==> src/rtl/rsthold_pkg.sv <==
package rsthold_pkg;

    typedef enum logic [2:0] {
        ST_RUN,
        ST_QUAL,
        ST_FIRE,
        ST_HELD,
        ST_RECOVER
    } seq_state_t;

    typedef enum logic [1:0] {
        KIND_IDLE,
        KIND_PROG,
        KIND_ERASE
    } intr_kind_t;

    function automatic int ps_to_cyc(input int t_ps, input int clk_ps);
        return (t_ps + clk_ps - 1) / clk_ps;
    endfunction

endpackage

==> src/rtl/rsthold_sync.sv <==
module rsthold_sync #(
    parameter int STAGES = 2,
    parameter logic RST_VAL = 1'b1
) (
    input  logic clk,
    input  logic rst_n,
    input  logic d_i,
    output logic q_o
);
    logic [STAGES-1:0] chain;

    always_ff @(posedge clk or negedge rst_n) begin
        if (!rst_n) chain <= {STAGES{RST_VAL}};
        else        chain <= {chain[STAGES-2:0], d_i};
    end

    assign q_o = chain[STAGES-1];
endmodule

==> src/rtl/rsthold_role.sv <==
module rsthold_role (
    input  logic clk,
    input  logic rst_n,
    input  logic en_hold,
    input  logic accept,
    output logic hold_role
);
    logic hold_q;

    always_ff @(posedge clk or negedge rst_n) begin
        if (!rst_n)                hold_q <= 1'b0;
        else if (en_hold && accept) hold_q <= 1'b1;
    end

    assign hold_role = hold_q;


    role_sticky_chk: assert property (@(posedge clk) disable iff (!rst_n)
        hold_q |=> hold_q);


    role_gated_chk: assert property (@(posedge clk) disable iff (!rst_n)
        (!hold_q && !accept) |=> !hold_q);
endmodule

==> src/rtl/rsthold_seq.sv <==
module rsthold_seq
    import rsthold_pkg::*;
#(
    parameter int RST_CYC = 10,
    parameter int REC_R   = 10,
    parameter int REC_P   = 1000,
    parameter int REC_E   = 100000
) (
    input  logic clk,
    input  logic rst_n,
    input  logic pin_s,
    input  logic hold_role,
    input  logic busy_prog,
    input  logic busy_erase,
    input  logic aai_mode,
    output logic reset_active,
    output logic abort_prog,
    output logic abort_erase,
    output logic aai_exit,
    output logic cmd_ready,
    output logic so_block
);
    localparam int MAX_A   = (RST_CYC > REC_R) ? RST_CYC : REC_R;
    localparam int MAX_B   = (REC_P > REC_E) ? REC_P : REC_E;
    localparam int MAX_CYC = (MAX_A > MAX_B) ? MAX_A : MAX_B;
    localparam int CNT_W   = $clog2(MAX_CYC + 1);

    seq_state_t state, state_n;
    intr_kind_t kind, kind_n;
    logic [CNT_W-1:0] cnt, cnt_n, rec_lim;
    logic cap_prog, cap_prog_n, cap_erase, cap_erase_n, cap_aai, cap_aai_n;

    always_comb begin
        unique case (kind)
            KIND_ERASE: rec_lim = CNT_W'(REC_E);
            KIND_PROG:  rec_lim = CNT_W'(REC_P);
            default:    rec_lim = CNT_W'(REC_R);
        endcase
    end

    always_comb begin
        state_n     = state;
        cnt_n       = cnt;
        kind_n      = kind;
        cap_prog_n  = cap_prog;
        cap_erase_n = cap_erase;
        cap_aai_n   = cap_aai;
        unique case (state)
            ST_RUN: begin
                if (!hold_role && !pin_s) begin
                    state_n = ST_QUAL;
                    cnt_n   = CNT_W'(1);
                end
            end
            ST_QUAL: begin
                if (pin_s) begin
                    state_n = ST_RUN;
                    cnt_n   = '0;
                end else if (cnt == CNT_W'(RST_CYC - 1)) begin
                    state_n     = ST_FIRE;
                    cnt_n       = '0;
                    cap_prog_n  = busy_prog;
                    cap_erase_n = busy_erase;
                    cap_aai_n   = aai_mode;
                    if (busy_erase)                 kind_n = KIND_ERASE;
                    else if (busy_prog || aai_mode) kind_n = KIND_PROG;
                    else                            kind_n = KIND_IDLE;
                end else begin
                    cnt_n = cnt + 1'b1;
                end
            end
            ST_FIRE: begin
                cnt_n   = '0;
                state_n = pin_s ? ST_RECOVER : ST_HELD;
            end
            ST_HELD: begin
                if (pin_s) begin
                    state_n = ST_RECOVER;
                    cnt_n   = '0;
                end
            end
            ST_RECOVER: begin
                if (!pin_s) begin
                    state_n = ST_QUAL;
                    cnt_n   = CNT_W'(1);
                end else if (cnt == rec_lim - 1'b1) begin
                    state_n = ST_RUN;
                    cnt_n   = '0;
                end else begin
                    cnt_n = cnt + 1'b1;
                end
            end
            default: begin
                state_n = ST_RUN;
                cnt_n   = '0;
            end
        endcase
    end

    always_ff @(posedge clk or negedge rst_n) begin
        if (!rst_n) begin
            state     <= ST_RUN;
            cnt       <= '0;
            kind      <= KIND_IDLE;
            cap_prog  <= 1'b0;
            cap_erase <= 1'b0;
            cap_aai   <= 1'b0;
        end else begin
            state     <= state_n;
            cnt       <= cnt_n;
            kind      <= kind_n;
            cap_prog  <= cap_prog_n;
            cap_erase <= cap_erase_n;
            cap_aai   <= cap_aai_n;
        end
    end

    always_comb begin
        reset_active = (state == ST_FIRE);
        abort_erase  = (state == ST_FIRE) && cap_erase;
        abort_prog   = (state == ST_FIRE) && cap_prog && !cap_erase;
        aai_exit     = (state == ST_FIRE) && cap_aai;
        cmd_ready    = (state == ST_RUN) || (state == ST_QUAL);
        so_block     = (state == ST_FIRE) || (state == ST_HELD);
    end

    // Independent run-length counter of low samples, used by the checks only.
    logic [CNT_W-1:0] low_run;
    always_ff @(posedge clk or negedge rst_n) begin
        if (!rst_n)                          low_run <= '0;
        else if (pin_s)                      low_run <= '0;
        else if (low_run != CNT_W'(RST_CYC)) low_run <= low_run + 1'b1;
    end


    min_width_chk: assert property (@(posedge clk) disable iff (!rst_n)
        reset_active |-> (low_run == CNT_W'(RST_CYC)));


    single_pulse_chk: assert property (@(posedge clk) disable iff (!rst_n)
        reset_active |=> !reset_active);


    erase_prio_chk: assert property (@(posedge clk) disable iff (!rst_n)
        abort_erase |-> (reset_active && !abort_prog));


    refuse_chk: assert property (@(posedge clk) disable iff (!rst_n)
        reset_active |=> !cmd_ready);


    hold_no_reset_chk: assert property (@(posedge clk) disable iff (!rst_n)
        (hold_role && $past(hold_role)) |-> !reset_active);
endmodule

==> src/rtl/rsthold_pin_ctrl.sv <==
module rsthold_pin_ctrl
    import rsthold_pkg::*;
#(
    parameter int CLK_PERIOD_PS = 10000,
    parameter int RST_MIN_PS    = 100000,
    parameter int HIZ_MAX_PS    = 107000,
    parameter int REC_READ_PS   = 100000,
    parameter int REC_PROG_PS   = 10000000,
    parameter int REC_ERASE_PS  = 1000000000
) (
    input  logic clk,
    input  logic por_n,
    input  logic pin_i,
    input  logic en_hold_cmd,
    input  logic busy_prog,
    input  logic busy_erase,
    input  logic aai_mode,
    output logic pin_is_hold,
    output logic hold_pause,
    output logic so_oe,
    output logic reset_active,
    output logic abort_prog,
    output logic abort_erase,
    output logic aai_exit,
    output logic cmd_ready
);
    localparam int RST_CYC = ps_to_cyc(RST_MIN_PS, CLK_PERIOD_PS);
    localparam int HIZ_CYC = ps_to_cyc(HIZ_MAX_PS, CLK_PERIOD_PS);
    localparam int REC_R   = ps_to_cyc(REC_READ_PS, CLK_PERIOD_PS);
    localparam int REC_P   = ps_to_cyc(REC_PROG_PS, CLK_PERIOD_PS);
    localparam int REC_E   = ps_to_cyc(REC_ERASE_PS, CLK_PERIOD_PS);
    localparam int HIZ_W   = $clog2(HIZ_CYC + 1);

    logic pin_s, hold_role, so_block;

    rsthold_sync #(.STAGES(2), .RST_VAL(1'b1)) sync_i (
        .clk   (clk),
        .rst_n (por_n),
        .d_i   (pin_i),
        .q_o   (pin_s)
    );

    rsthold_role role_i (
        .clk       (clk),
        .rst_n     (por_n),
        .en_hold   (en_hold_cmd),
        .accept    (cmd_ready),
        .hold_role (hold_role)
    );

    rsthold_seq #(
        .RST_CYC (RST_CYC),
        .REC_R   (REC_R),
        .REC_P   (REC_P),
        .REC_E   (REC_E)
    ) seq_i (
        .clk          (clk),
        .rst_n        (por_n),
        .pin_s        (pin_s),
        .hold_role    (hold_role),
        .busy_prog    (busy_prog),
        .busy_erase   (busy_erase),
        .aai_mode     (aai_mode),
        .reset_active (reset_active),
        .abort_prog   (abort_prog),
        .abort_erase  (abort_erase),
        .aai_exit     (aai_exit),
        .cmd_ready    (cmd_ready),
        .so_block     (so_block)
    );

    assign pin_is_hold = hold_role;
    assign hold_pause  = hold_role && !pin_s;
    assign so_oe       = pin_s && !so_block;

    // Raw-pin low counter for the high-impedance deadline check.
    logic [HIZ_W-1:0] raw_low;
    always_ff @(posedge clk or negedge por_n) begin
        if (!por_n)                         raw_low <= '0;
        else if (pin_i)                     raw_low <= '0;
        else if (raw_low != HIZ_W'(HIZ_CYC)) raw_low <= raw_low + 1'b1;
    end


    hiz_deadline_chk: assert property (@(posedge clk) disable iff (!por_n)
        (raw_low == HIZ_W'(HIZ_CYC)) |-> !so_oe);


    hiz_sync_low_chk: assert property (@(posedge clk) disable iff (!por_n)
        !pin_s |-> !so_oe);


    pause_role_chk: assert property (@(posedge clk) disable iff (!por_n)
        hold_pause |-> (pin_is_hold && cmd_ready));
endmodule

==> config.mk <==
export PLATFORM = sky130hd
export DESIGN_NAME = rsthold_pin_ctrl
export DESIGN_NICKNAME = d
export VERILOG_FILES = /design/src/rtl/rsthold_pkg.sv /design/src/rtl/rsthold_sync.sv /design/src/rtl/rsthold_role.sv /design/src/rtl/rsthold_seq.sv /design/src/rtl/rsthold_pin_ctrl.sv
export SDC_FILE = /design/constraint.sdc
export NUM_CORES = 1
export LEC_CHECK = 0
export CORE_UTILIZATION = 60
export DETAILED_ROUTE_END_ITERATION = 10
export GPL_TIMING_DRIVEN = 0
export PLACE_DENSITY = 0.83
export SLEW_MARGIN = 10
export SYNTH_ARGS = -nofsm -noshare
export SYNTH_HDL_FRONTEND = slang
export SYNTH_SLANG_ARGS = --single-unit
==> constraint.sdc <==
create_clock -name clk -period 3.73 [get_ports clk]
set_input_delay 1.119 -clock clk [delete_from_list [all_inputs] [get_ports clk]]
set_output_delay 1.119 -clock clk [all_outputs]
set_load 0.03 [all_outputs]
==> results of run 1 <==
where the power goes:
| part | internal, µW | switching (µW) |
|---|---|---|
| combinational | 8.35 | 11.0 |
| clock | 41.9 | 82.3 |
| sequential | 295 | 0.253 |
per-layer routing:
layer / GRT usage [%] / wire (µm)
met1: 35.5 / 1540
met2: 41.3 / 1520
met3: 3.74 / 118
met4: 9.65 / 37
met5: 0 / 0
critical path: stages, from the launching register on:
cell,delay [ns]
dfrtp_1,0.40
clkbuf_1,0.20
inv_1,0.16
nand2_1,0.12
nor2_1,0.19
and3_1,0.18
clkdlybuf4s50_1,0.66
per-stage QoR:
| stage | cells | cell area (µm²) |
|---|---|---|
| global placement | 215 | 1770 |
| floorplan | 171 | 1590 |
| finish | 219 | 1790 |
| global route | 219 | 1790 |
| detailed placement | 215 | 1770 |
| CTS | 219 | 1790 |
flip-flops by register name, summed over array words and instances (netlist names):
| register | count |
|---|---|
| seq_i.cap_aai | 1 |
| seq_i.kind | 2 |
| seq_i.cap_prog | 1 |
| seq_i.cnt | 17 |
| seq_i.state | 3 |
| sync_i.chain | 2 |
| role_i.hold_role | 1 |
synth_stat cells (2+ instances only):
cell      instances  area (µm²)
nor4_2            2        25.0
xnor2_1           7        61.3
nand4_1           6        37.5
or3_1             3        18.8
mux2_2            2        22.5
and2_1            5        31.3
nor3_1            8        40.0
nor4_1            3        18.8
dfrtp_1          25         626
buf_2             3        15.0
nand3_1           8        40.0
nand3b_1          2        15.0
nor2_1           22        82.6
xor2_1            9        78.8
and3_1            6        37.5
nand2_1          11        41.3
o21ai_0          10        50.1
o21a_1            2        15.0
clkbuf_1          2        7.51
a21o_1            2        15.0
dfstp_2           2        52.6
inv_1             5        18.8
ha_1              6        75.1
a21oi_1           2        10.0
o21bai_1          2        15.0
o211ai_1          2        15.0
worst paths after layout:
path                                 start              end  slack, ns  cells past startpoint
min in group asynchronous            por_n   seq_i.state[0]       0.77                      1
max in group asynchronous            por_n     seq_i.cnt[3]       2.58                      1
setup / recovery            seq_i.state[2]       abort_prog       0.37                      6
hold reg to reg            sync_i.chain[0]  sync_i.chain[1]       0.37                      0
hold / removal             sync_i.chain[0]  sync_i.chain[1]       0.37                      0
setup reg to reg             seq_i.kind[1]     seq_i.cnt[6]       1.48                      9
layout make-up:
class	count	area, µm²	area share, %
multi-input combinational	133	856	47.8
sequential	27	678	37.9
inverter	5	18.8	1.05
timing repair buffer	14	135	7.55
buffer	6	37.5	2.10
clock buffer	4	26.3	1.47
tap	30	37.5	2.10
kinds of logic (layout without fill, tap and decap cells):
kind of cell	count (synthesis)	count (layout)	synth area share, %
compound gates	27	27	10.9
xor+xnor	16	16	8.81
fa+ha+maj	6	6	4.72
buf+inv	11	29	3.54
flops	27	27	42.6
mux	3	3	2.05
simple gates	81	81	27.3
==> impl_metrics.toml, run 1 <==
[outcome]
status = "complete, no violations"

[final_layout]
layout-drive-gt1-share_pct = 8.99
fin_util_pct = 71.6
fillCellCount = 180
final_common_cell = "dfrtp_1"
diodes = 0
synthToLayoutAreaGrowth_pct = 12.5
final_cell_mix = "dfrtp_1 (25), nor2_1 (22), clkdlybuf4s50_1 (13), nand2_1 (11), o21ai_0 (10)"
finalNetCount = 203

[yosys]
async_reset_ff_share_pct = 100
yosys_warnings = 0
syn-instance-count = 171
syn_area_per_cell_um2 = 9.30
synth-edff-count = 0
synth_nets = 184
ys_ff_latch = 27
ys_types = 40
synth-seq-area-share_pct = 42.6
ys.flop_type = "dfrtp_1"
netlist_area_um2 = 1590

[floorplanning]
start_util_pct = 63.6
io_pins = 15
placementRows = 18
die_w_um = 53.5
die_y_um = 53.5
dieArea_um2 = 2860
coreArea_um2 = 2500

[sta]
tightest_slew_ns = 0.659
hold_slack_ns = 0.368
setup_viol = 0
hold_viol_final = 0
setup_tns_ns = 0
period_share_pct = 90.0
slew_headroom_pct = 55.6
period_needed_ns = 3.36
rsz0062_at_grt = "false"
fmax_ghz = 0.298
finClkSkew_ns = 0.00312
setup_slack_ns = 0.375
slew_violations = 0

[place]
dp_hpwl_um = 2420
finalWeightedCongestion = 0.847
dp_slack_ns = 0.757
portBuffers = 14

[cts]
ctsResizeCount = 0
clkTransAtPathRegs_ns = 0.14
cts_root_buf = "clkbuf_4"
cts_sinks = 27
h-tree-depth = 1
clk_latency_ns = 0.32
numCtsBuffers = 3
cts_setup_buffers = 0
cts_hold_buf = 0
cts_tree = "done"
cts_buffer_depth = 2

[global_routing]
grt_pass1_vias = 1166
grt_start_max_net_pins = 28
track_usage_pct = 26.1
antenna_found_initial = 0
gr-total-overflow = 0
grt_pass1_wl_um = 5330

[routing]
route.detailed.drc = 0
antenna_left = 0
drt_first_pass_iters = 4
routed_via_density = 5.83
num_vias = 1276
wl_um = 3210
dr.first_iter.drc_count = 37
drt-wirelength-per-cell_um = 14.6

[job]
drv_cap = 0

[worst_hold_path]
hold_path_class = "reg2reg"

[worst_setup_path]
arrival_ns = 2.24
end_kind = "output pin"
worstPathMaxFanout = 10
cp.required_ns = 2.61
critPathKind = "reg2out"
cp-start-kind = "flip-flop"

[power_and_ir_drop]
cellPowerDensity_nw_per_um2 = 245
p_leak_uw = 0.000798
finalPower_uw = 438
peakVddDrop_v = 0.000168
Note: power is estimated with default switching activity, not from simulation.
==> run 2: changes to the inputs <==
--- a/config.mk
+++ b/config.mk
@@ -9,7 +9,7 @@
 export DETAILED_ROUTE_END_ITERATION = 10
 export GPL_TIMING_DRIVEN = 0
 export PLACE_DENSITY = 0.83
-export SLEW_MARGIN = 10
+export SLEW_MARGIN = 20
 export SYNTH_ARGS = -nofsm -noshare
 export SYNTH_HDL_FRONTEND = slang
 export SYNTH_SLANG_ARGS = --single-unit
==> run 2 against run 1 <==
Net effect:
- sequential share of layout area about the same
- worst setup slack worse by 0.041 ns
- count of clock-buffer cells in the layout down 1
- fmax shrank 1.2%
- power is essentially flat
- register-to-register slack barely moved
- non-clock buffer count is the same
- clock power is essentially flat
- core utilization barely moved
- sequential cell count unchanged
- final cell count is the same
- clock skew increased by 0.011 ns
- critical path type unchanged
==> impl_metrics.toml, run 2 (same netlist as run 1, synthesis figures left out) <==
[power_and_ir_drop]
pwr-share-clk_pct = 28.3
swShare_pct = 21.7
p_int_uw = 343
finalPower_uw = 439
cellPowerDensity_nw_per_um2 = 245
switching_power_uw = 95.3
combPwrFrac_pct = 4.4
p_leak_uw = 0.000801
peakVddDrop_v = 0.000194
seqPwrFrac_pct = 67.3

[global_routing]
grt_pass1_vias = 1163
track_usage_pct = 26.3
grt_pass1_wl_um = 5380
gr-total-overflow = 0
grt_start_max_net_pins = 28
antenna_found_initial = 0

[worst_setup_path]
r2r_setup_slack_ns = 1.47
cp.required_ns = 2.61
end_kind = "output pin"
critPathMaxStageDelay_ns = 0.66
arrival_ns = 2.28
critPathKind = "reg2out"
cp_slowest_cell = "clkdlybuf4s50_1"
worstPathMaxFanout = 10
path_cells = "clkbuf_1, inv_1, nand2_1, nor2_1, and3_1, clkdlybuf4s50_1"
cp-start-kind = "flip-flop"

[cts]
clkTransAtPathRegs_ns = 0.15
clk_latency_ns = 0.32
cts_root_buf = "clkbuf_4"
cts_hold_buf = 0
ctsResizeCount = 0
numCtsBuffers = 3
cts_sinks = 27
h-tree-depth = 1
cts_tree = "done"
cts_buffer_depth = 2
cts_setup_buffers = 0

[place]
dp_hpwl_um = 2430
portBuffers = 14
finalWeightedCongestion = 0.847
dp_slack_ns = 0.741
placed_area_um2 = 1760

[sta]
setup_viol = 0
rsz0062_at_grt = "false"
finClkSkew_ns = 0.0140
period_needed_ns = 3.40
slew_violations = 0
period_share_pct = 91.0
hold_viol_final = 0
tightest_slew_ns = 0.637
fmax_ghz = 0.294
setup_slack_ns = 0.334
setup_tns_ns = 0
slew_headroom_pct = 57.1

[routing]
dr.first_iter.drc_count = 49
antenna_left = 0
route.detailed.drc = 0
drt-wirelength-per-cell_um = 14.9
drt_first_pass_iters = 4
routed_via_density = 6.07
wl_um = 3270
num_vias = 1329

[floorplanning]
dieArea_um2 = 2860
die_y_um = 53.5
coreArea_um2 = 2500
start_util_pct = 63.6
die_w_um = 53.5
placementRows = 18
io_pins = 15

[final_layout]
top_register = "seq_i.cnt"
synthToLayoutAreaGrowth_pct = 12.6
final_cell_mix = "dfrtp_1 (25), nor2_1 (22), clkdlybuf4s50_1 (13), nand2_1 (11), o21ai_0 (10)"
diodes = 0
fin_area_um2 = 1790
fin_util_pct = 71.6
largest_register_ffs = 17
layout-drive-gt1-share_pct = 9.52
finalNetCount = 203
final_common_cell = "dfrtp_1"
top_regs = "seq_i.cnt (17), seq_i.state (3)"

[outcome]
status = "complete, no violations"

[worst_hold_path]
hold_path_class = "reg2reg"

[job]
drv_cap = 0
==> run 2: stage by stage <==
step	std cells	hold slack [ns]
floorplan	171	0.345
global placement	215	0.346
detailed placement	215	0.352
CTS	219	0.372
global route	219	0.376
finish	219	0.370
==> run 2: critical path, delay by kind of cell (launching register included) <==
family	cells	cell delay [ns]
and+or+nand+nor	3	0.51
buffers and inverters	3	1.04
DFF	1	0.40
==> run 2: worst paths after layout <==
| path | endpoint | from | depth (start not counted) |
|---|---|---|---|
| max | abort_prog | seq_i.state[2] | 6 |
| min | sync_i.chain[1] | sync_i.chain[0] | 0 |
| max reg2reg | seq_i.cnt[6] | seq_i.kind[1] | 9 |
| min reg2reg | sync_i.chain[1] | sync_i.chain[0] | 0 |
| max in group asynchronous | seq_i.cnt[10] | por_n | 1 |
| min in group asynchronous | seq_i.state[0] | por_n | 1 |
==> run 2: final cells by class <==
type                            instances  area (µm²)
Timing Repair Buffer                   14         135
Clock inverter                          1        5.00
Sequential cell                        27         678
Tap cell                               30        37.5
Fill cell                             191         709
Buffer                                  6        37.5
Multi-Input combinational cell        133         856
Inverter                                5        18.8
Clock buffer                            3        22.5
==> run 2: power groups by stage <==
stage / combinational, µW / sequential (µW) / clock, µW
3_3_place_gp: 20.0 / 300 / 0
5_1_grt: 21.7 / 295 / 136
4_1_cts: 19.9 / 295 / 127
6_report: 19.4 / 295 / 124
3_5_place_dp: 19.8 / 300 / 0
2_1_floorplan: 5.38 / 300 / 0
==> run 2: routing by layer <==
metal  vias to the layer above  global-route usage [%]  share of wire, %
li1                        643                       -                 -
met1                       649                    36.8                49
met2                        32                    42.9                47
met3                         5                    2.59               2.9
met4                         0                    6.58              0.98
met5                         -                       0                 0
